===== src/rtl/cell_ingress_pkg.sv =====
package cell_ingress_pkg;
    localparam int BUS_W  = 16;
    localparam int LANE_W = 8;
    localparam int LANES  = BUS_W / LANE_W;
    localparam int LEN_W  = 7;

    typedef enum logic [1:0] {
        LEN_52  = 2'd0,
        LEN_53  = 2'd1,
        LEN_54  = 2'd2,
        LEN_54B = 2'd3
    } cell_len_e;

    typedef struct packed {
        logic [BUS_W-1:0] data;
        logic             par;
        logic             soc;
        logic             valid;
    } beat_t;

    typedef struct packed {
        logic             wr;
        logic             start;
        logic             commit;
        logic             runt;
        logic [LEN_W-1:0] off;
    } frame_ev_t;

    function automatic logic [LEN_W-1:0] eff_len(input cell_len_e code, input logic wide);
        case (code)
            LEN_52:  return LEN_W'(52);
            LEN_53:  return wide ? LEN_W'(54) : LEN_W'(53);
            default: return LEN_W'(54);
        endcase
    endfunction
endpackage


===== src/rtl/cell_frame_ctl.sv =====
module cell_frame_ctl
    import cell_ingress_pkg::*;
(
    input  logic             clk,
    input  logic             rst,
    input  beat_t            beat,
    input  logic             wide,
    input  logic [LEN_W-1:0] len,
    input  logic             room,
    output frame_ev_t        ev,
    output logic             active
);
    logic [LEN_W-1:0] off_q;
    logic [LEN_W-1:0] bpb;
    logic [LEN_W-1:0] base;
    logic [LEN_W-1:0] nxt;
    logic             s_start;
    logic             s_runt;
    logic             s_wr;
    logic             s_commit;

    always_comb begin
        bpb      = wide ? LEN_W'(2) : LEN_W'(1);
        s_start  = beat.valid && beat.soc && (active || room);
        s_runt   = beat.valid && beat.soc && active;
        s_wr     = s_start || (beat.valid && !beat.soc && active);
        base     = s_start ? '0 : off_q;
        nxt      = base + bpb;
        s_commit = s_wr && (nxt >= len);
        ev.wr     = s_wr;
        ev.start  = s_start;
        ev.commit = s_commit;
        ev.runt   = s_runt;
        ev.off    = base;
    end

    always_ff @(posedge clk) begin
        if (rst) begin
            active <= 1'b0;
            off_q  <= '0;
        end else if (s_commit) begin
            active <= 1'b0;
            off_q  <= '0;
        end else if (s_wr) begin
            active <= 1'b1;
            off_q  <= nxt;
        end
    end
endmodule


===== src/rtl/cell_parity_chk.sv =====
module cell_parity_chk
    import cell_ingress_pkg::*;
(
    input  logic [BUS_W-1:0] data,
    input  logic             par,
    input  logic             wide,
    output logic             bad
);
    logic [LANES-1:0] lane_x;

    for (genvar i = 0; i < LANES; i++) begin : g_lane
        assign lane_x[i] = ^data[i*LANE_W +: LANE_W];
    end

    always_comb begin
        if (wide) bad = ~((^lane_x) ^ par);
        else      bad = ~(lane_x[0] ^ par);
    end
endmodule


===== src/rtl/cell_store.sv =====
module cell_store
    import cell_ingress_pkg::*;
#(
    parameter int DEPTH      = 4,
    parameter int SLOT_BYTES = 54
) (
    input  logic                     clk,
    input  logic                     rst,
    input  logic                     wr,
    input  logic [LEN_W-1:0]         wr_off,
    input  logic                     wide,
    input  logic [BUS_W-1:0]         wdata,
    input  logic                     commit,
    input  logic [LEN_W-1:0]         commit_len,
    input  logic                     rd_en,
    output logic [7:0]               rd_data,
    output logic                     rd_valid,
    output logic                     rd_last,
    output logic [$clog2(DEPTH):0]   used
);
    localparam int SLOT_W = $clog2(DEPTH);
    localparam int MEM_N  = DEPTH * SLOT_BYTES;
    localparam int ADDR_W = $clog2(MEM_N);

    logic [7:0]       mem_q [MEM_N];
    logic [LEN_W-1:0] len_q [DEPTH];
    logic [SLOT_W:0]  wp_q, rp_q;
    logic [LEN_W-1:0] rd_off_q;
    logic [ADDR_W-1:0] wa, ra;
    logic [LEN_W-1:0] cur_len;
    logic             rd_fire, at_end;

    always_comb begin
        wa      = ADDR_W'(wp_q[SLOT_W-1:0]) * ADDR_W'(SLOT_BYTES) + ADDR_W'(wr_off);
        ra      = ADDR_W'(rp_q[SLOT_W-1:0]) * ADDR_W'(SLOT_BYTES) + ADDR_W'(rd_off_q);
        cur_len = len_q[rp_q[SLOT_W-1:0]];
        used    = wp_q - rp_q;
        rd_fire = rd_en && (used != '0);
        at_end  = (rd_off_q == cur_len - LEN_W'(1));
    end

    always_ff @(posedge clk) begin
        if (wr) begin
            mem_q[wa] <= wdata[7:0];
            if (wide) mem_q[wa + ADDR_W'(1)] <= wdata[15:8];
        end
        if (commit) len_q[wp_q[SLOT_W-1:0]] <= commit_len;
        rd_data <= mem_q[ra];
    end

    always_ff @(posedge clk) begin
        if (rst) begin
            wp_q     <= '0;
            rp_q     <= '0;
            rd_off_q <= '0;
            rd_valid <= 1'b0;
            rd_last  <= 1'b0;
        end else begin
            rd_valid <= rd_fire;
            rd_last  <= rd_fire && at_end;
            if (commit) wp_q <= wp_q + 1'b1;
            if (rd_fire) begin
                if (at_end) begin
                    rd_off_q <= '0;
                    rp_q     <= rp_q + 1'b1;
                end else begin
                    rd_off_q <= rd_off_q + LEN_W'(1);
                end
            end
        end
    end
endmodule


===== src/rtl/cell_ingress_port.sv =====
module cell_ingress_port
    import cell_ingress_pkg::*;
#(
    parameter int DEPTH      = 4,
    parameter int SLOT_BYTES = 54,
    parameter int CNT_W      = 8
) (
    input  logic                   clk,
    input  logic                   rst,
    input  logic                   cfg_wide,
    input  logic [1:0]             cfg_len,
    input  logic                   tx_wr_n,
    input  logic                   tx_soc,
    input  logic [15:0]            tx_data,
    input  logic                   tx_par,
    output logic                   cell_avail,
    input  logic                   rd_en,
    output logic [7:0]             rd_data,
    output logic                   rd_valid,
    output logic                   rd_last,
    output logic [$clog2(DEPTH):0] cells_ready,
    output logic                   par_err,
    output logic [CNT_W-1:0]       par_err_cnt,
    output logic [CNT_W-1:0]       runt_cnt
);
    localparam int SLOT_W = $clog2(DEPTH);

    beat_t            beat;
    frame_ev_t        ev;
    logic             active;
    logic             beat_bad;
    logic             cell_bad_q;
    logic             cell_bad_now;
    logic [LEN_W-1:0] len;
    logic [SLOT_W+1:0] occ;

    always_comb begin
        beat.data  = tx_data;
        beat.par   = tx_par;
        beat.soc   = tx_soc;
        beat.valid = !tx_wr_n;
        len        = eff_len(cell_len_e'(cfg_len), cfg_wide);
        occ        = {1'b0, cells_ready} + {{(SLOT_W+1){1'b0}}, active};
        cell_avail = occ < (SLOT_W+2)'(DEPTH);
        cell_bad_now = (ev.start ? 1'b0 : cell_bad_q) | beat_bad;
    end

    cell_frame_ctl u_ctl (
        .clk    (clk),
        .rst    (rst),
        .beat   (beat),
        .wide   (cfg_wide),
        .len    (len),
        .room   (cells_ready < (SLOT_W+1)'(DEPTH)),
        .ev     (ev),
        .active (active)
    );

    cell_parity_chk u_par (
        .data (tx_data),
        .par  (tx_par),
        .wide (cfg_wide),
        .bad  (beat_bad)
    );

    cell_store #(.DEPTH(DEPTH), .SLOT_BYTES(SLOT_BYTES)) u_store (
        .clk        (clk),
        .rst        (rst),
        .wr         (ev.wr),
        .wr_off     (ev.off),
        .wide       (cfg_wide),
        .wdata      (tx_data),
        .commit     (ev.commit),
        .commit_len (len),
        .rd_en      (rd_en),
        .rd_data    (rd_data),
        .rd_valid   (rd_valid),
        .rd_last    (rd_last),
        .used       (cells_ready)
    );

    always_ff @(posedge clk) begin
        if (rst) begin
            cell_bad_q  <= 1'b0;
            par_err     <= 1'b0;
            par_err_cnt <= '0;
            runt_cnt    <= '0;
        end else begin
            if (ev.wr) cell_bad_q <= ev.commit ? 1'b0 : cell_bad_now;
            if (ev.commit && cell_bad_now) begin
                par_err     <= 1'b1;
                par_err_cnt <= par_err_cnt + CNT_W'(1);
            end
            if (ev.runt) runt_cnt <= runt_cnt + CNT_W'(1);
        end
    end
endmodule


===== config.mk =====
export PLATFORM = sky130hd
export DESIGN_NAME = cell_ingress_port
export DESIGN_NICKNAME = d
export VERILOG_FILES = /design/src/rtl/cell_ingress_pkg.sv /design/src/rtl/cell_frame_ctl.sv /design/src/rtl/cell_parity_chk.sv /design/src/rtl/cell_store.sv /design/src/rtl/cell_ingress_port.sv
export SDC_FILE = /design/constraint.sdc
export NUM_CORES = 2
export LEC_CHECK = 0
export CAP_MARGIN = 10
export CORE_MARGIN = 4
export CORE_UTILIZATION = 35
export CTS_CLUSTER_DIAMETER = 60
export DETAILED_ROUTE_END_ITERATION = 8
export DONT_BUFFER_PORTS = 1
export PLACE_DENSITY = 0.51
export SETUP_SLACK_MARGIN = 0.02
export SLEW_MARGIN = 10
export SYNTH_ARGS = -nofsm -noshare
export SYNTH_HDL_FRONTEND = slang
export SYNTH_SLANG_ARGS = --single-unit

===== constraint.sdc =====
create_clock -name clk -period 8.9 [get_ports clk]
set_clock_uncertainty 0.15 [all_clocks]
set_input_delay 1.78 -clock clk [delete_from_list [all_inputs] [get_ports clk]]
set_output_delay 1.78 -clock clk [all_outputs]
set_load 0.02 [all_outputs]

==> reports/qor.csv <==
metric,value,unit
initial antenna violation count,15,
crit path launch,u_store.wp_q[0],
Post-Syn Area per Cell,16.0,sq um
GRT Overall Usage,22.3,%
Min Hold Slack,0.319,ns
reg2reg start,u_store.wp_q[0],
post-route ant nets,0,
Layout Area Growth over Synthesis,10.7,%
Longest Clk Path Bufs,3,
Die Y,526,um
number of CTS-inserted buffers,202,
final setup fails,0,
CTS Sinks,1787,
GP Congestion,0.812,
Worst-Skew Late Latency,0.87,ns
slowest cell on the critical path,mux2i_4,
CP endpoint,u_store.mem_q[146][3],
first-pass GRT wire length,444,mm
# hold bufs at CTS,0,
area share of the largest cell type after synthesis,55.5,%
Initial Utilization,35.3,%
Inst Count DP,8926,
Area contributors post-synth,"edfxtp_1, mux2_2, mux4_2, clkbuf_1, nand2_1",
dpl hpwl,178,mm
critical-path cell list,inv_1 > ha_1 > inv_1 > fa_1 > xor3_2 > o21ai_4 > and2_1 > ha_1 > fa_1 > and2_1 > nand4_4 > nor2b_1 > mux2i_4 > buf_4 > nor3_4 > o21bai_1,
Synth Register Bits,1787,
Vias/cell,5.90,
RSZ-0062 raised after global routing,no,
TritonCTS clock tree,yes,
Vias,54900,
pin count of the biggest net entering global routing,218,
nets,5664,
post_cts resized,0,
setup tns final,0,ns
Setup Buffers After CTS,0,
synthesized net count,5923,
remaining global-route overflow,0,
Peak VDD IR,0.170,mV
Rows,189,
r2r endpoint,u_store.mem_q[146][3],
WL per Instance,34.0,um
Most used DFF post-synth,edfxtp_1,
Hold Crit Class,flip-flop to flip-flop,
status,"complete, no violations",
max-slew violations,0,
"EDFF count, synth",1736,
"count leader, synth",edfxtp_1,
Port Buffers,0,
post-synthesis sequential area ratio,56.6,%
crit share post-route,77.4,%
clk root buf,clkbuf_16,
Final Hold Violating Endpoints,0,
Worst-Margin Slew,1.49,ns
Relative slew margins,0.754,%
H-Tree Depth,4,
clock transition at the registers of the reported paths,0.06,ns
crit-path max cell delay,0.86,ns
vias in the first global route,54500,
Crit Path Category,flip-flop to flip-flop,
asr flop ratio synth,0,%
pwr dens,175,mW/mm^2
fin cells,9306,
layout cell share with drive strength beyond 1,49.9,%
core area,0.266,sq mm
1st-pass router iterations,5,
crit end category,flip-flop,
LEAKAGE,32.4,nW
R2R depth,16,
DRT iter0 DRCs,6047,
Unique masters post-synth,82,
Critical Path Source Type,flip-flop,
DRC viols,0,
min Tclk post-route,6.89,ns
biggest area consumer among synthesized cells,edfxtp_1,
register-to-register setup slack,2.01,ns
Synth top cells by count,"edfxtp_1, mux2_2, clkbuf_1",
Crit Path Max Fanout,20,
Die ar.,0.277,sq mm
cell area after synthesis,0.0940,sq mm
timing-limited maximum frequency,145,MHz
# fillers,24500,
Top Ports,56,
cells after synthesis,5861,
"Data arrival, critical path",7.22,ns
HP Start,cell_bad_q,
die width,526,um
Max-Cap Viols,0,
Total Wirelength,316,mm
synth warn,0,
required time of the critical path,9.24,ns
[worst min-delay path by stage]
| stage | depth (start not counted) | endpoint | slack [ns] |
|---|---|---|---|
| final | 2 | cell_bad_q | 0.32 |
| after global routing | 2 | u_ctl.off_q[1] | 0.35 |
| after floorplan | 2 | u_ctl.off_q[1] | 0.28 |
| after detailed placement | 2 | u_ctl.off_q[1] | 0.31 |
| after CTS | 2 | u_ctl.off_q[1] | 0.32 |
| after global placement | 2 | cell_bad_q | 0.30 |
[kinds of logic (layout without fill, tap and decap cells)]
kind of cell    Yosys count  in the layout  share of synthesized area [%]
compound gates          385            385                           2.64
xor+xnor                 40             40                          0.398
fa+ha+maj                37             37                          0.525
buf+inv                 649            559                           2.73
flops                  1787           1787                           56.6
mux                    2279           2279                           33.3
other cells               0              2                              0
simple gates            684            684                           3.88
[flip-flops by register name, summed over array words and instances, names as in the netlist, named ones only]
signal	flops
u_store.rd_data	8
par_err_cnt	8
cell_bad_q	1
par_err	1
u_store.rd_off_q	7
u_ctl.active	1
u_store.rd_last	1
u_store.wp_q	3
u_store.rd_valid	1
u_store.mem_q	1728
u_store.len_q	8
u_store.rp_q	3
u_ctl.off_q	7
runt_cnt	8
[cells in the final DEF, fill, tap and decap left out, types with 16 or more instances in the layout]
cell type | Yosys | final
mux4_2 | 501 | 501
o22ai_1 | 70 | 70
a21oi_1 | 48 | 47
xnor2_1 | 25 | 24
clkbuf_1 | 512 | 39
nor3_1 | 25 | 22
o21bai_1 | 24 | 24
clkbuf_16 | 0 | 212
clkinv_2 | 0 | 37
nand3_1 | 20 | 20
nor3_4 | 20 | 20
clkinv_1 | 0 | 42
mux2_2 | 1717 | 1717
dfxtp_1 | 51 | 50
mux2_1 | 16 | 16
bufinv_16 | 0 | 19
nand2_1 | 301 | 284
and3_1 | 19 | 19
o21ai_0 | 138 | 119
nand2_2 | 44 | 61
nor2_2 | 67 | 69
o21ai_1 | 1 | 20
nor2_1 | 67 | 60
mux2i_1 | 41 | 41
inv_1 | 26 | 26
edfxtp_1 | 1736 | 1736
o211ai_1 | 16 | 16
buf_4 | 7 | 146
a32oi_1 | 16 | 16
and2_1 | 18 | 18
ha_1 | 33 | 32
[critical path: cells and delay by family, from the launching register on]
| kind | cells | cell delay [ns] |
|---|---|---|
| flops | 1 | 0.39 |
| buf+inv | 3 | 0.72 |
| mux | 1 | 0.86 |
| compound gates | 2 | 0.57 |
| simple gates | 5 | 1.86 |
| fa+ha+maj | 4 | 1.64 |
| xor+xnor | 1 | 0.30 |
[power breakdown]
part	switching, W	leakage, nW	total (W)	internal [W]
clock	0.00356	3.24	0.00848	0.00492
combinational	0.000174	13.1	0.000503	0.000329
sequential	0.00000856	16.0	0.00924	0.00923
[routing by layer]
metal / vias to the layer above / GRT usage (%) / part of all wire [%]
li1: 22800 / - / -
met1: 29500 / 31.4 / 44
met2: 2204 / 34.3 / 45
met3: 457 / 4.46 / 7.3
met4: 4 / 7.76 / 3.6
met5: - / 0.444 / 0.049
[through the flow]
stage / area, sq um / worst slack, ns / total power [W] / util, %
after floorplan: 94000 / 2.55 / 0.00999 / -
after global placement: 97400 / 1.46 / 0.00989 / 36.6
after detailed placement: 97400 / 1.49 / 0.00991 / 36.6
after CTS: 104000 / 2.05 / 0.0184 / 39.1
after global routing: 104000 / 1.67 / 0.0187 / 39.1
final: 104000 / 2.01 / 0.0182 / 39.1
[area by class of cell]
cell class	instances	area (sq um)	share of cell area (%)
Antenna cell	2	5.00	0.00481
Clock buffer	257	5520	5.31
Clock inverter	116	1090	1.05
Inverter	27	101	0.0974
Multi-Input combinational cell	3425	38400	37.0
Sequential cell	1787	53200	51.1
Tap cell	3533	4420	4.25
Timing Repair Buffer	159	1280	1.23
Power figures use the tool's default switching activity.
